[config.mk]
export PLATFORM = sky130hd
export DESIGN_NAME = swflow_ctl
export DESIGN_NICKNAME = d
export VERILOG_FILES = /design/src/rtl/swflow_pkg.sv /design/src/rtl/swflow_cmp.sv /design/src/rtl/swflow_seq.sv /design/src/rtl/swflow_gate.sv /design/src/rtl/swflow_ctl.sv
export SDC_FILE = /design/constraint.sdc
export NUM_CORES = 1
export LEC_CHECK = 0
export ABC_AREA = 1
export ABC_CLOCK_PERIOD_IN_PS = 1200
export BUFFER_PORTS_ARGS = -buffer_cell sky130_fd_sc_hd__buf_2
export CAP_MARGIN = 25
export CELL_PAD_IN_SITES_DETAIL_PLACEMENT = 1
export CELL_PAD_IN_SITES_GLOBAL_PLACEMENT = 1
export CORE_ASPECT_RATIO = 0.75
export CORE_MARGIN = 2
export CORE_UTILIZATION = 29
export CTS_CLUSTER_SIZE = 25
export DETAILED_ROUTE_END_ITERATION = 6
export HOLD_SLACK_MARGIN = 0.03
export PLACE_DENSITY_LB_ADDON = 0.1
export SLEW_MARGIN = 0
export SYNTH_ARGS = -nofsm -noshare
export SYNTH_HDL_FRONTEND = slang
export SYNTH_SLANG_ARGS = --single-unit
[constraint.sdc]
create_clock -name clk -period 1.2 [get_ports clk]
set_input_delay 0.24 -clock clk [delete_from_list [all_inputs] [get_ports clk]]
set_output_delay 0.24 -clock clk [all_outputs]
set_load 0.05 [all_outputs]
[src/rtl/swflow_pkg.sv]
package swflow_pkg;
   typedef enum logic [1:0] {
      FC_OFF    = 2'b00,
      FC_SINGLE = 2'b01,
      FC_PAIR   = 2'b10,
      FC_EITHER = 2'b11
   } fc_mode_e;

   localparam int NUM_PAT  = 4;
   localparam int PAT_ON1  = 0;
   localparam int PAT_ON2  = 1;
   localparam int PAT_OFF1 = 2;
   localparam int PAT_OFF2 = 3;
endpackage

[src/rtl/swflow_cmp.sv]
module swflow_cmp
   import swflow_pkg::*;
#(
   parameter int DATA_W = 8
) (
   input  logic [DATA_W-1:0]              byte_in,
   input  logic [NUM_PAT-1:0][DATA_W-1:0] pats,
   output logic [NUM_PAT-1:0]             eq
);
   for (genvar g = 0; g < NUM_PAT; g++) begin : g_cmp
      assign eq[g] = (byte_in == pats[g]);
   end
endmodule

[src/rtl/swflow_seq.sv]
module swflow_seq
   import swflow_pkg::*;
(
   input  logic               clk,
   input  logic               rst_n,
   input  logic               rx_valid,
   input  fc_mode_e           mode,
   input  logic [NUM_PAT-1:0] eq,
   output logic               on_hit,
   output logic               off_hit
);
   logic pend_on_q, pend_off_q;
   logic on_raw, off_raw;

   always_comb begin
      on_raw  = 1'b0;
      off_raw = 1'b0;
      unique case (mode)
         FC_SINGLE: begin
            on_raw  = eq[PAT_ON1];
            off_raw = eq[PAT_OFF1];
         end
         FC_PAIR: begin
            on_raw  = pend_on_q  & eq[PAT_ON2];
            off_raw = pend_off_q & eq[PAT_OFF2];
         end
         FC_EITHER: begin
            on_raw  = eq[PAT_ON1]  | eq[PAT_ON2];
            off_raw = eq[PAT_OFF1] | eq[PAT_OFF2];
         end
         default: ;
      endcase
   end

   assign on_hit  = rx_valid & on_raw;
   assign off_hit = rx_valid & off_raw;

   always_ff @(posedge clk or negedge rst_n) begin
      if (!rst_n) begin
         pend_on_q  <= 1'b0;
         pend_off_q <= 1'b0;
      end else if (mode != FC_PAIR) begin
         pend_on_q  <= 1'b0;
         pend_off_q <= 1'b0;
      end else if (rx_valid) begin
         pend_on_q  <= ~(on_raw | off_raw) & eq[PAT_ON1];
         pend_off_q <= ~(on_raw | off_raw) & eq[PAT_OFF1];
      end
   end
endmodule

[src/rtl/swflow_gate.sv]
module swflow_gate
   import swflow_pkg::*;
(
   input  logic clk,
   input  logic rst_n,
   input  logic mode_off,
   input  logic rx_valid,
   input  logic on_hit,
   input  logic off_hit,
   input  logic xon_any,
   input  logic boundary,
   output logic suspended,
   output logic tx_en,
   output logic on_pulse,
   output logic off_pulse,
   output logic flow_flag
);
   logic any_resume, do_off, do_on;

   assign any_resume = xon_any & suspended & rx_valid & ~mode_off;
   assign do_off     = off_hit;
   assign do_on      = ~off_hit & (on_hit | any_resume);

   always_ff @(posedge clk or negedge rst_n) begin
      if (!rst_n) begin
         suspended <= 1'b0;
         tx_en     <= 1'b1;
         on_pulse  <= 1'b0;
         off_pulse <= 1'b0;
         flow_flag <= 1'b0;
      end else begin
         if (mode_off)     suspended <= 1'b0;
         else if (do_off)  suspended <= 1'b1;
         else if (do_on)   suspended <= 1'b0;

         if (mode_off || !suspended) tx_en <= 1'b1;
         else if (boundary)          tx_en <= 1'b0;

         on_pulse  <= do_on;
         off_pulse <= do_off;
         flow_flag <= on_hit | off_hit;
      end
   end
endmodule

[src/rtl/swflow_ctl.sv]
module swflow_ctl
   import swflow_pkg::*;
#(
   parameter int DATA_W = 8
) (
   input  logic              clk,
   input  logic              rst_n,
   input  logic              rx_valid,
   input  logic [DATA_W-1:0] rx_data,
   input  logic [DATA_W-1:0] cfg_xon1,
   input  logic [DATA_W-1:0] cfg_xon2,
   input  logic [DATA_W-1:0] cfg_xoff1,
   input  logic [DATA_W-1:0] cfg_xoff2,
   input  logic [1:0]        cfg_mode,
   input  logic              cfg_xon_any,
   input  logic              tx_char_boundary,
   output logic              tx_enable,
   output logic              xon_pulse,
   output logic              xoff_pulse,
   output logic              flow_suspended,
   output logic              rx_is_flow
);
   if (DATA_W < 5 || DATA_W > 9) begin : g_bad_width
      $error("swflow_ctl: DATA_W must lie in 5..9");
   end

   logic [NUM_PAT-1:0][DATA_W-1:0] pats;
   logic [NUM_PAT-1:0]             eq;
   logic                           on_hit, off_hit;
   fc_mode_e                       mode;

   assign mode           = fc_mode_e'(cfg_mode);
   assign pats[PAT_ON1]  = cfg_xon1;
   assign pats[PAT_ON2]  = cfg_xon2;
   assign pats[PAT_OFF1] = cfg_xoff1;
   assign pats[PAT_OFF2] = cfg_xoff2;

   swflow_cmp #(.DATA_W(DATA_W)) i_cmp (
      .byte_in (rx_data),
      .pats    (pats),
      .eq      (eq)
   );

   swflow_seq i_seq (
      .clk      (clk),
      .rst_n    (rst_n),
      .rx_valid (rx_valid),
      .mode     (mode),
      .eq       (eq),
      .on_hit   (on_hit),
      .off_hit  (off_hit)
   );

   swflow_gate i_gate (
      .clk       (clk),
      .rst_n     (rst_n),
      .mode_off  (mode == FC_OFF),
      .rx_valid  (rx_valid),
      .on_hit    (on_hit),
      .off_hit   (off_hit),
      .xon_any   (cfg_xon_any),
      .boundary  (tx_char_boundary),
      .suspended (flow_suspended),
      .tx_en     (tx_enable),
      .on_pulse  (xon_pulse),
      .off_pulse (xoff_pulse),
      .flow_flag (rx_is_flow)
   );
endmodule

-- After elaboration in Yosys (flattened, before gate mapping)
Index checks and enable logic that the tools add are counted.
- equal/unequal tests: 8
- mux-type cells: 11
- bitwise operators: 18
- reductions and logical operators: 6
- operator list (operator ; count):
    $eq 8x8->1 ; 4
    $and 1x1->1 ; 10
    $mux 1 ; 9
    $pmux 1 s3 ; 2
    $or 1x1->1 ; 5
    $eq 2x2->1 const B ; 2
    $reduce_bool 2->1 ; 2
    $not 1->1 ; 3
    $reduce_bool 3->1 ; 1
    $eq 2x1->1 const B ; 1
    $logic_not 2->1 ; 1
    $ne 2x2->1 const B ; 1
    $logic_not 1->1 ; 1
    $logic_or 1x1->1 ; 1
- bits in registers: 7
- input port bits: 47
- logic and storage cells: 50

-- Longest topological paths before layout
Gate-level depths: netlist (run 1).
- depth after elaboration: 9
- gate-level depth with buffers: 13
- gate-level depth less buffers: 12

-- Cells and area by module
Synthesis (run 1) repeated with hierarchy kept, for this count alone.
- cells, all modules: 214
- area, all modules: 973.4 um2
- by module, submodules not included (module ; times used ; cells each ; area an instance (um2)):
    swflow_cmp ; 1 ; 164 ; 615.6
    swflow_gate ; 1 ; 18 ; 186.4
    swflow_seq ; 1 ; 31 ; 167.7
    swflow_ctl ; 1 ; 1 ; 3.8

-- Worst setup path before layout (run 1)
OpenSTA, ideal clock, no wires.
- path type: flip-flop to flip-flop
- start point: reg i_gate.suspended
- end point: reg i_gate.suspended
- library setup time: 117 ps
- arrival time: 1071 ps
- data required time: 1083 ps
- path slack: 12 ps
- stages on the path, launching flop included: 7
- path buffers: 0
- cells stage by stage: dfrtp_1 -> o21a_1 -> nand2_1 -> nand3_2 -> nand2_2 -> nand2_1 -> nand2_1
- word-level cells in the longest chain between the ends: 6
- ends and longest elaborated chain (element ; RTL line ; RTL):
    start, declared ; swflow_gate.sv:12 ; output logic suspended,
    start signal, assigned ; swflow_gate.sv:26 ; suspended <= 1'b0;
    start signal, assigned ; swflow_gate.sv:32 ; if (mode_off) suspended <= 1'b0;
    start signal, assigned ; swflow_gate.sv:33 ; else if (do_off) suspended <= 1'b1;
    $and 1x1->1 (3 in series) ; swflow_gate.sv:20 ; assign any_resume = xon_any & suspended & rx_valid & ~mode_off;
    $or 1x1->1 ; swflow_gate.sv:22 ; assign do_on = ~off_hit & (on_hit | any_resume);
    $and 1x1->1 ; swflow_gate.sv:22 ;
    $reduce_bool 3->1 (no source line) ; - ;
No other way between the ends.
A chain may end at the register's enable or synchronous reset.

-- Final worst setup path (run 1)
- start point: reg i_gate.tx_en
- end point: out tx_enable
- RTL lines (element ; RTL line ; RTL):
    start, declared ; swflow_gate.sv:13 ; output logic tx_en,
    start signal, assigned ; swflow_gate.sv:27 ; tx_en <= 1'b1;
    start signal, assigned ; swflow_gate.sv:36 ; if (mode_off || !suspended) tx_en <= 1'b1;
    start signal, assigned ; swflow_gate.sv:37 ; else if (boundary) tx_en <= 1'b0;
    end, declared ; swflow_ctl.sv:17 ; output logic tx_enable,
No word-level cell between the ends.

==> results of run 1 <==
## Yosys cell counts (all sizes together)
library cell,instances,area (um^2)
buf,8,90.1
dfrtp,6,150
dfstp,1,26.3
inv,23,86.3
nand2,62,245
nand3,6,35.0
nor2,17,76.3
o21a,1,7.51
o21ai,1,5.00
xnor2,25,234
## power breakdown
| group | internal, uW | total (uW) | leakage [uW] | switching (uW) |
|---|---|---|---|---|
| sequential | 238 | 239 | 0.0000943 | 0.492 |
| combinational | 209 | 384 | 0.000744 | 174 |
| clock | 230 | 338 | 0.0000228 | 108 |
| total | 678 | 961 | 0.000861 | 283 |
## final cells by class
type                            instances  area share
Timing Repair Buffer                   57       0.257
Clock buffer                            4      0.0304
Tap cell                               40      0.0338
Multi-Input combinational cell        112       0.501
Inverter                               23      0.0582
Sequential cell                         7       0.119
## cell families after synthesis
| group | count (synthesis) | synth area share |
|---|---|---|
| compound gates | 2 | 0.0131 |
| simple gates | 85 | 0.373 |
| buf+inv | 31 | 0.185 |
| xor+xnor | 25 | 0.245 |
| flops | 7 | 0.185 |
## flip-flops by register name (all words and copies together) (netlist names)
| signal | count |
|---|---|
| i_gate.off_pulse | 1 |
| i_gate.flow_flag | 1 |
| i_seq.pend_off_q | 1 |
| i_gate.suspended | 1 |
| i_seq.pend_on_q | 1 |
| i_gate.on_pulse | 1 |
| i_gate.tx_en | 1 |
## per-stage QoR
step / cell area, um^2 / hold WS [ns] / setup TNS [ns] / cells / total power (uW)
finish: 1480 / 0.177 / 0 / 243 / 961
CTS: 1260 / 0.183 / 0 / 242 / 886
floorplan: 956 / -0.0556 / 0 / 150 / 440
detailed placement: 1200 / 0.0872 / -1.15 / 237 / 542
global placement: 1200 / 0.0790 / -0.839 / 237 / 532
global route: 1480 / 0.210 / -0.0159 / 243 / 1020
## layer usage
metal,GRT usage,share of wire,vias to the layer above
li1,-,-,532
met4,0.0192,0.0044,0
met5,0,0,-
met3,0.0412,0.060,3
met2,0.255,0.51,31
met1,0.180,0.42,486
## worst max-delay path by stage
stage                                 start                            to  slack (ns)  cells after the start
2_1_floorplan  i_gate.suspended$_DFFE_PN0P_  i_gate.suspended$_DFFE_PN0P_        0.01                      6
3_3_place_gp                     rx_data[6]  i_seq.pend_off_q$_DFFE_PN0P_       -0.18                     11
3_5_place_dp                     rx_data[7]  i_seq.pend_off_q$_DFFE_PN0P_       -0.24                     11
4_1_cts            i_gate.tx_en$_DFFE_PN1P_                     tx_enable        0.01                      1
5_1_grt                          rx_data[1]  i_seq.pend_off_q$_DFFE_PN0P_       -0.02                     11
6_report           i_gate.tx_en$_DFFE_PN1P_                     tx_enable        0.04                      1
## timing repair
item / 4_1_cts / 5_1_grt
pin swaps: 0 / 33
gates cloned: 0 / 0
buffers inserted: 0 / 1
gates resized for setup: 2 / 51
hold buffers: 1 / 0
hold endpoints to repair: 6 / 0
setup endpoints to repair: 2 / 6
==> out/results.ini, run 1 <==
[status]
outcome = finished, final reports clean

[placement]
gp_congestion = 0.738
post-place-ws_ns = -0.236
port_buffers = 51
hpwlAfterDp_um = 2300

[synth]
ys.warnings.count = 0
synth.distinct_cells = 15
ys_seq_area_frac = 0.185
syn_nets = 197
synth_cells = 150
syn_area_per_cell_um2 = 6.37
ys_ff_latch = 7
syn_area_um2 = 956

[pwr]
peakVddDrop_v = 0.000309
leakage_uw = 0.000861
p_per_area_nw_per_um2 = 648

[job]
drv_cap = 0

[global_route]
grt_max_degree = 8
grt-ovfl-total = 0
first_global_vias = 1003
grt_pass1_wl_um = 4200
antenna_found_initial = 0
grt_use_total = 0.143

[clock_tree]
clockRootBuffer = clkbuf_8
clkTransAtPathRegs_ns = 0.04
clock_latency_ns = 0.23
cts.sinks = 7
cts_tree = done
numCtsBuffers = 3
htree_levels = 1
clk_path_buf_depth = 2

[finish]
final_common_cell = nand2_1
multi_input_area_um2 = 743
final_cell_mix = 56 x nand2_1, 40 x buf_2, 18 x xnor2_2, 18 x inv_1, 9 x nor2_2
nets = 251
n_antenna_cell = 0
regArea_um2 = 176
areaGrowthSynthToFinish_pct = 55.1
drive_gt1_frac = 0.493
n_fill_cell = 436
final_util = 0.460

[sta]
setup_viol = 0
max_freq_ghz = 0.865
fin_crit_ns = 1.16
skew_ns = 0.00130
tightest_slew_ns = 0.249
slew_headroom = 0.835
period_share = 0.963
fin_ws_ns = 0.0444
finalHoldViolCount = 0
drv_slew = 0

[floorplanning]
rows = 18
boundaryPins = 52
initial_core_util = 0.297
coreArea_um2 = 3220
design.die.area_um2 = 3780
die_w_um = 70.3
fp.dieH_um = 53.7

[critical_path]
r2r-end = i_seq.pend_off_q$_DFFE_PN0P_
critPathKind = register to output pin
worstPathRequired_ns = 0.96
cp_slowest_cell = dfstp_2
path_cells = buf_6
path_buf_inv = 1
critPathLaunchType = register
end_kind = output pin
rrSetupSlack_ns = 0.11
reg2reg_from = i_seq.pend_off_q$_DFFE_PN0P_
critPathMaxStageDelay_ns = 0.53
arrival_ns = 0.92
critical_path.top_delay_family = flip-flops
ff2ff_path_depth = 9
crit_fanout = 2

[route]
drtIter0Drc = 11
via_count = 1052
dr.pass1.iters = 3
routed_wl_um = 2750
wire_per_inst_um = 11.3
routed_via_density = 4.33
drcViolationCount = 0
antenna_left = 0

[hold_path]
hp-class = input pin to register
hold_path_end = i_gate.tx_en$_DFFE_PN1P_
worstHoldStart = tx_char_boundary
min_path_cells = 2

(Power assumes the default switching activity.)
==> inputs of run 2 (changes only) <==
CORE_MARGIN = 8   (was 2)
CORE_UTILIZATION = 30   (was 29)
CTS_BUF_LIST = sky130_fd_sc_hd__clkbuf_4 sky130_fd_sc_hd__clkbuf_8   (was default)
==> run 2 against run 1 <==
  * Via count fell by 3.9%
  * Count of clock-buffer cells in the layout did not move
  * Combinational power fell by 5%
  * Flip-flop and latch count did not move
  * Worst hold slack improved by 0.0026 ns
  * Non-clock buffer count fell by 1
  * First-iteration DRC count rose to 4.4 times the previous value
  * Die area rose by 39%
  * Sequential power barely moved
  * Clock power rose by 4%
  * Largest power group unchanged
  * Power fell by 0.69%
  * Critical path type unchanged
==> out/results.ini, run 2 (synthesis results as in run 1) <==
[finish]
drive_gt1_frac = 0.490
final_cell_mix = 55 x nand2_1, 43 x buf_2, 18 x xnor2_2, 18 x inv_1, 9 x nor2_1
instances_no_fill = 240
areaGrowthSynthToFinish_pct = 49.2
n_antenna_cell = 0
n_fill_cell = 404
nets = 250
final_common_cell = nand2_1

[critical_path]
critPathKind = register to output pin
cp_slowest_cell = dfstp_2
crit_fanout = 2
worstSetupStartpoint = i_gate.tx_en$_DFFE_PN1P_
ff2ff_path_depth = 9
path_buf_inv = 1
critPathMaxStageDelay_ns = 0.53
worstPathRequired_ns = 0.96
reg2reg_from = i_seq.pend_off_q$_DFFE_PN0P_
critPathLaunchType = register
r2r-end = i_seq.pend_on_q$_DFFE_PN0P_
rrSetupSlack_ns = 0.11
end_kind = output pin
arrival_ns = 0.91
critical_path.top_delay_family = flip-flops
path_cells = buf_6
crit_cells = 1
endpoint = tx_enable

[sta]
max_freq_ghz = 0.870
period_share = 0.958
drv_slew = 0
final.setup.tns_ns = 0
fin_ws_ns = 0.0505
skew_ns = 0.000667
fin_crit_ns = 1.15
finalHoldViolCount = 0
tightest_slew_ns = 0.251
slew_headroom = 0.834
setup_viol = 0

[placement]
port_buffers = 51
gp_congestion = 0.729
hpwlAfterDp_um = 2610
dp.cells = 235
post-place-ws_ns = -0.209

[global_route]
first_global_vias = 1148
grt_use_total = 0.112
grt_max_degree = 8
antenna_found_initial = 0
grt-ovfl-total = 0
grt_pass1_wl_um = 4810

[hold_path]
hp-class = input pin to register

[job]
drv_cap = 0

[floorplanning]
boundaryPins = 52
die_w_um = 81.2
fp.dieH_um = 64.9
initial_core_util = 0.319
design.die.area_um2 = 5270
coreArea_um2 = 3000
rows = 17

[clock_tree]
cts.sinks = 7
clock_latency_ns = 0.22
clk_path_buf_depth = 2
clockRootBuffer = clkbuf_8
clkTransAtPathRegs_ns = 0.04
numCtsBuffers = 3
htree_levels = 1
cts_tree = done

[route]
antenna_left = 0
drcViolationCount = 0
drtIter0Drc = 48
wire_per_inst_um = 12.2
dr.pass1.iters = 4
via_count = 1011
routed_wl_um = 2940
routed_via_density = 4.21

[pwr]
peakVddDrop_v = 0.000311
leakage_uw = 0.000843
p_per_area_nw_per_um2 = 669

[status]
outcome = finished, final reports clean

-- run 2: changes by cell type in the layout (fill, tap and decap cells not counted), sizes merged --
cell,before,now
clkbuf,4,6
buf,56,53
-- run 2: how the worst min path moves through the flow --
stage / from / endpoint / slack [ns] / depth (start not counted)
2_1_floorplan: rst_n / i_gate.flow_flag$_DFF_PN0_ / -0.06 / 0
3_3_place_gp: rst_n / i_gate.flow_flag$_DFF_PN0_ / 0.08 / 1
3_5_place_dp: rst_n / i_seq.pend_off_q$_DFFE_PN0P_ / 0.09 / 1
4_1_cts: tx_char_boundary / i_gate.tx_en$_DFFE_PN1P_ / 0.18 / 2
5_1_grt: tx_char_boundary / i_gate.tx_en$_DFFE_PN1P_ / 0.20 / 2
6_report: tx_char_boundary / i_gate.tx_en$_DFFE_PN1P_ / 0.18 / 2
-- run 2: per-stage QoR --
step	area, um^2	hold slack [ns]	power [uW]	utilization
finish	1430	0.179	954	0.476
floorplan	956	-0.0556	440	-
CTS	1260	0.182	904	0.420
global route	1430	0.198	1020	0.476
detailed placement	1200	0.0851	541	0.400
global placement	1200	0.0783	531	0.400
-- run 2: timing repair --
action	CTS	global route
hold buffers	1	0
buffers inserted	0	0
cloned	0	0
gates resized for setup	1	37
hold endpoints to repair	6	0
pin swaps	0	22
setup endpoints to repair	1	6
-- run 2: final cells by class --
type / instances / area, um^2 / area share
Multi-Input combinational cell: 112 / 741 / 0.519
Timing Repair Buffer: 56 / 327 / 0.229
Clock buffer: 4 / 48.8 / 0.0342
Tap cell: 38 / 47.5 / 0.0333
Inverter: 23 / 86.3 / 0.0605
Sequential cell: 7 / 176 / 0.124
-- run 2: power by group --
| part | switching [uW] | leakage, uW | internal (uW) |
|---|---|---|---|
| Combinational | 173 | 0.000722 | 192 |
| Sequential | 0.507 | 0.0000943 | 239 |
| Clock | 97.9 | 0.0000262 | 252 |
-- run 2: routing by layer --
layer | vias to the layer above | track usage | share of wire
met2 | 32 | 0.191 | 0.51
li1 | 531 | - | -
met4 | 0 | 0.0200 | 0
met1 | 448 | 0.133 | 0.41
met3 | 0 | 0.0399 | 0.074
met5 | - | 0 | 0
==> inputs of run 3 (changes only) <==
BUFFER_PORTS_ARGS = -buffer_cell sky130_fd_sc_hd__clkbuf_2   (was -buffer_cell sky130_fd_sc_hd__buf_2)
==> run 3 against run 2 <==
  * Clock skew rose by 0.0027 ns
  * Worst setup slack got worse by 0.027 ns
  * Sequential share of layout area rose by 0.098 points
  * Cell area fell by 0.79%
  * Worst hold slack got worse by 0.0027 ns
  * Global-route usage rose by 0.088 points
  * Clock power rose by 3%
  * Non-clock buffer count rose by 1
  * Largest power group is now the clock network
==> out/results.ini, run 3 (synthesis results as in run 1) <==
[finish]
areaGrowthSynthToFinish_pct = 48.0
multi_input_area_um2 = 729
n_fill_cell = 407
final_cell_mix = 55 x nand2_1, 43 x clkbuf_2, 18 x inv_1, 13 x xnor2_2, 11 x xnor2_1
drive_gt1_frac = 0.478
nets = 251
n_antenna_cell = 0
regArea_um2 = 176
final_common_cell = nand2_1
instances_no_fill = 241

[pwr]
switching_power_uw = 284
internal_power_uw = 676
p_per_area_nw_per_um2 = 679
peakVddDrop_v = 0.000310
pwr-share-clk = 0.376
leakage_uw = 0.000831
share_comb_of_total_power = 0.375
netSwitchingFraction = 0.296
seq_power_share = 0.249

[critical_path]
critPathLaunchType = register
critical_path.top_delay_family = flip-flops
crit_cells = 1
critPathKind = register to output pin
worstSetupStartpoint = i_gate.tx_en$_DFFE_PN1P_
arrival_ns = 0.94
path_buf_inv = 1
endpoint = tx_enable
critPathMaxStageDelay_ns = 0.53
ff2ff_path_depth = 8
crit_fanout = 2
path_cells = clkbuf_8
r2r-end = i_gate.on_pulse$_DFF_PN0_
end_kind = output pin
worstPathRequired_ns = 0.96
cp_slowest_cell = dfstp_2
rrSetupSlack_ns = 0.13
reg2reg_from = i_seq.pend_off_q$_DFFE_PN0P_

[global_route]
use_met1 = 0.139
first_global_vias = 1096
grt_pass1_wl_um = 4810
top_usage_layer = met2
grt_max_degree = 8
grt_use_total = 0.113
met3_usage = 0.0344
antenna_found_initial = 0
use_met2 = 0.188
grt-ovfl-total = 0

[sta]
tightest_slew_ns = 0.281
fin_crit_ns = 1.18
fin_ws_ns = 0.0239
setup_viol = 0
slew_headroom = 0.813
drv_slew = 0
max_freq_ghz = 0.850
period_share = 0.980
skew_ns = 0.00332
finalHoldViolCount = 0
hold_slack_ns = 0.177

[floorplanning]
fp.dieH_um = 64.9
initial_core_util = 0.319
coreArea_um2 = 3000
design.die.area_um2 = 5270
rows = 17
boundaryPins = 52
die_w_um = 81.2

[route]
routed_wl_um = 2960
via_count = 1020
drcViolationCount = 0
routed_via_density = 4.23
antenna_left = 0
wire_per_inst_um = 12.3
drtIter0Drc = 24
dr.pass1.iters = 4

[status]
outcome = finished, final reports clean

[placement]
gp_congestion = 0.733
hpwlAfterDp_um = 2540
port_buffers = 51
dp.cells = 235
post-place-ws_ns = -0.244

[clock_tree]
clkTransAtPathRegs_ns = 0.04
numCtsBuffers = 3
clock_latency_ns = 0.23
htree_levels = 1
cts_tree = done
cts.sinks = 7
clockRootBuffer = clkbuf_8
clk_path_buf_depth = 2

[job]
drv_cap = 0

[hold_path]
hp-class = input pin to register

run 3: cell count changes in the layout (fill, tap and decap cells not counted):
cell | previous run | this run
nor2_4 | 1 | 2
xnor2_1 | 7 | 11
xnor2_4 | 0 | 1
clkbuf_2 | 0 | 43
clkbuf_8 | 3 | 4
clkbuf_4 | 3 | 5
xnor2_2 | 18 | 13
nor2_1 | 9 | 8
buf_6 | 3 | 0
buf_2 | 43 | 1
run 3: worst register-to-register path: cells and delay by family, from the launching register on:
kind                   cells  cell delay [ns]
buffers and inverters      3             0.21
AND/OR/NAND/NOR            5             0.42
flip-flops                 1             0.35
run 3: routing by layer:
metal  vias up  share of wire  routed length, um
li1        537              -                  -
met1       450           0.43               1270
met2        33           0.51               1500
met3         0          0.064                190
met4         0              0                  0
met5         -              0                  0
run 3: worst min-delay path by stage:
stage                           startpoint                     endpoint  slack [ns]  cells past startpoint
after floorplan                      rst_n   i_gate.flow_flag$_DFF_PN0_       -0.06                      0
after global placement               rst_n   i_gate.flow_flag$_DFF_PN0_        0.08                      1
after detailed placement             rst_n  i_seq.pend_on_q$_DFFE_PN0P_        0.09                      1
after CTS                 tx_char_boundary     i_gate.tx_en$_DFFE_PN1P_        0.18                      2
after global routing      tx_char_boundary     i_gate.tx_en$_DFFE_PN1P_        0.20                      2
final                     tx_char_boundary     i_gate.tx_en$_DFFE_PN1P_        0.18                      2
run 3: power groups by stage:
stage | Clock, uW | Sequential, uW | Combinational (uW)
2_1_floorplan | 0 | 245 | 195
3_3_place_gp | 0 | 242 | 290
3_5_place_dp | 0 | 242 | 300
4_1_cts | 377 | 239 | 310
5_1_grt | 385 | 239 | 399
6_report | 361 | 239 | 360
run 3: layout make-up:
class                   instances  area share
well taps                      38      0.0336
clock buffers                   4      0.0345
flip-flops and latches          7       0.125
inverters                      23      0.0610
multi-input cells             112       0.515
repair buffers                 57       0.231
run 3: repair_timing:
| action | CTS | global route |
|---|---|---|
| pin swaps | 0 | 17 |
| endpoints found under the setup margin | 3 | 5 |
| setup buffers | 0 | 1 |
| hold endpoints to repair | 6 | 0 |
| hold buffers | 1 | 0 |
| resized for setup | 4 | 34 |
run 3: metrics by stage:
step | utilization | area (um^2) | power [uW] | setup TNS [ns]
3_3_place_gp | 0.400 | 1200 | 531 | -0.926
2_1_floorplan | - | 956 | 440 | 0
4_1_cts | 0.426 | 1280 | 926 | 0
5_1_grt | 0.472 | 1420 | 1020 | -0.0647
6_report | 0.472 | 1420 | 960 | 0
3_5_place_dp | 0.400 | 1200 | 542 | -1.13
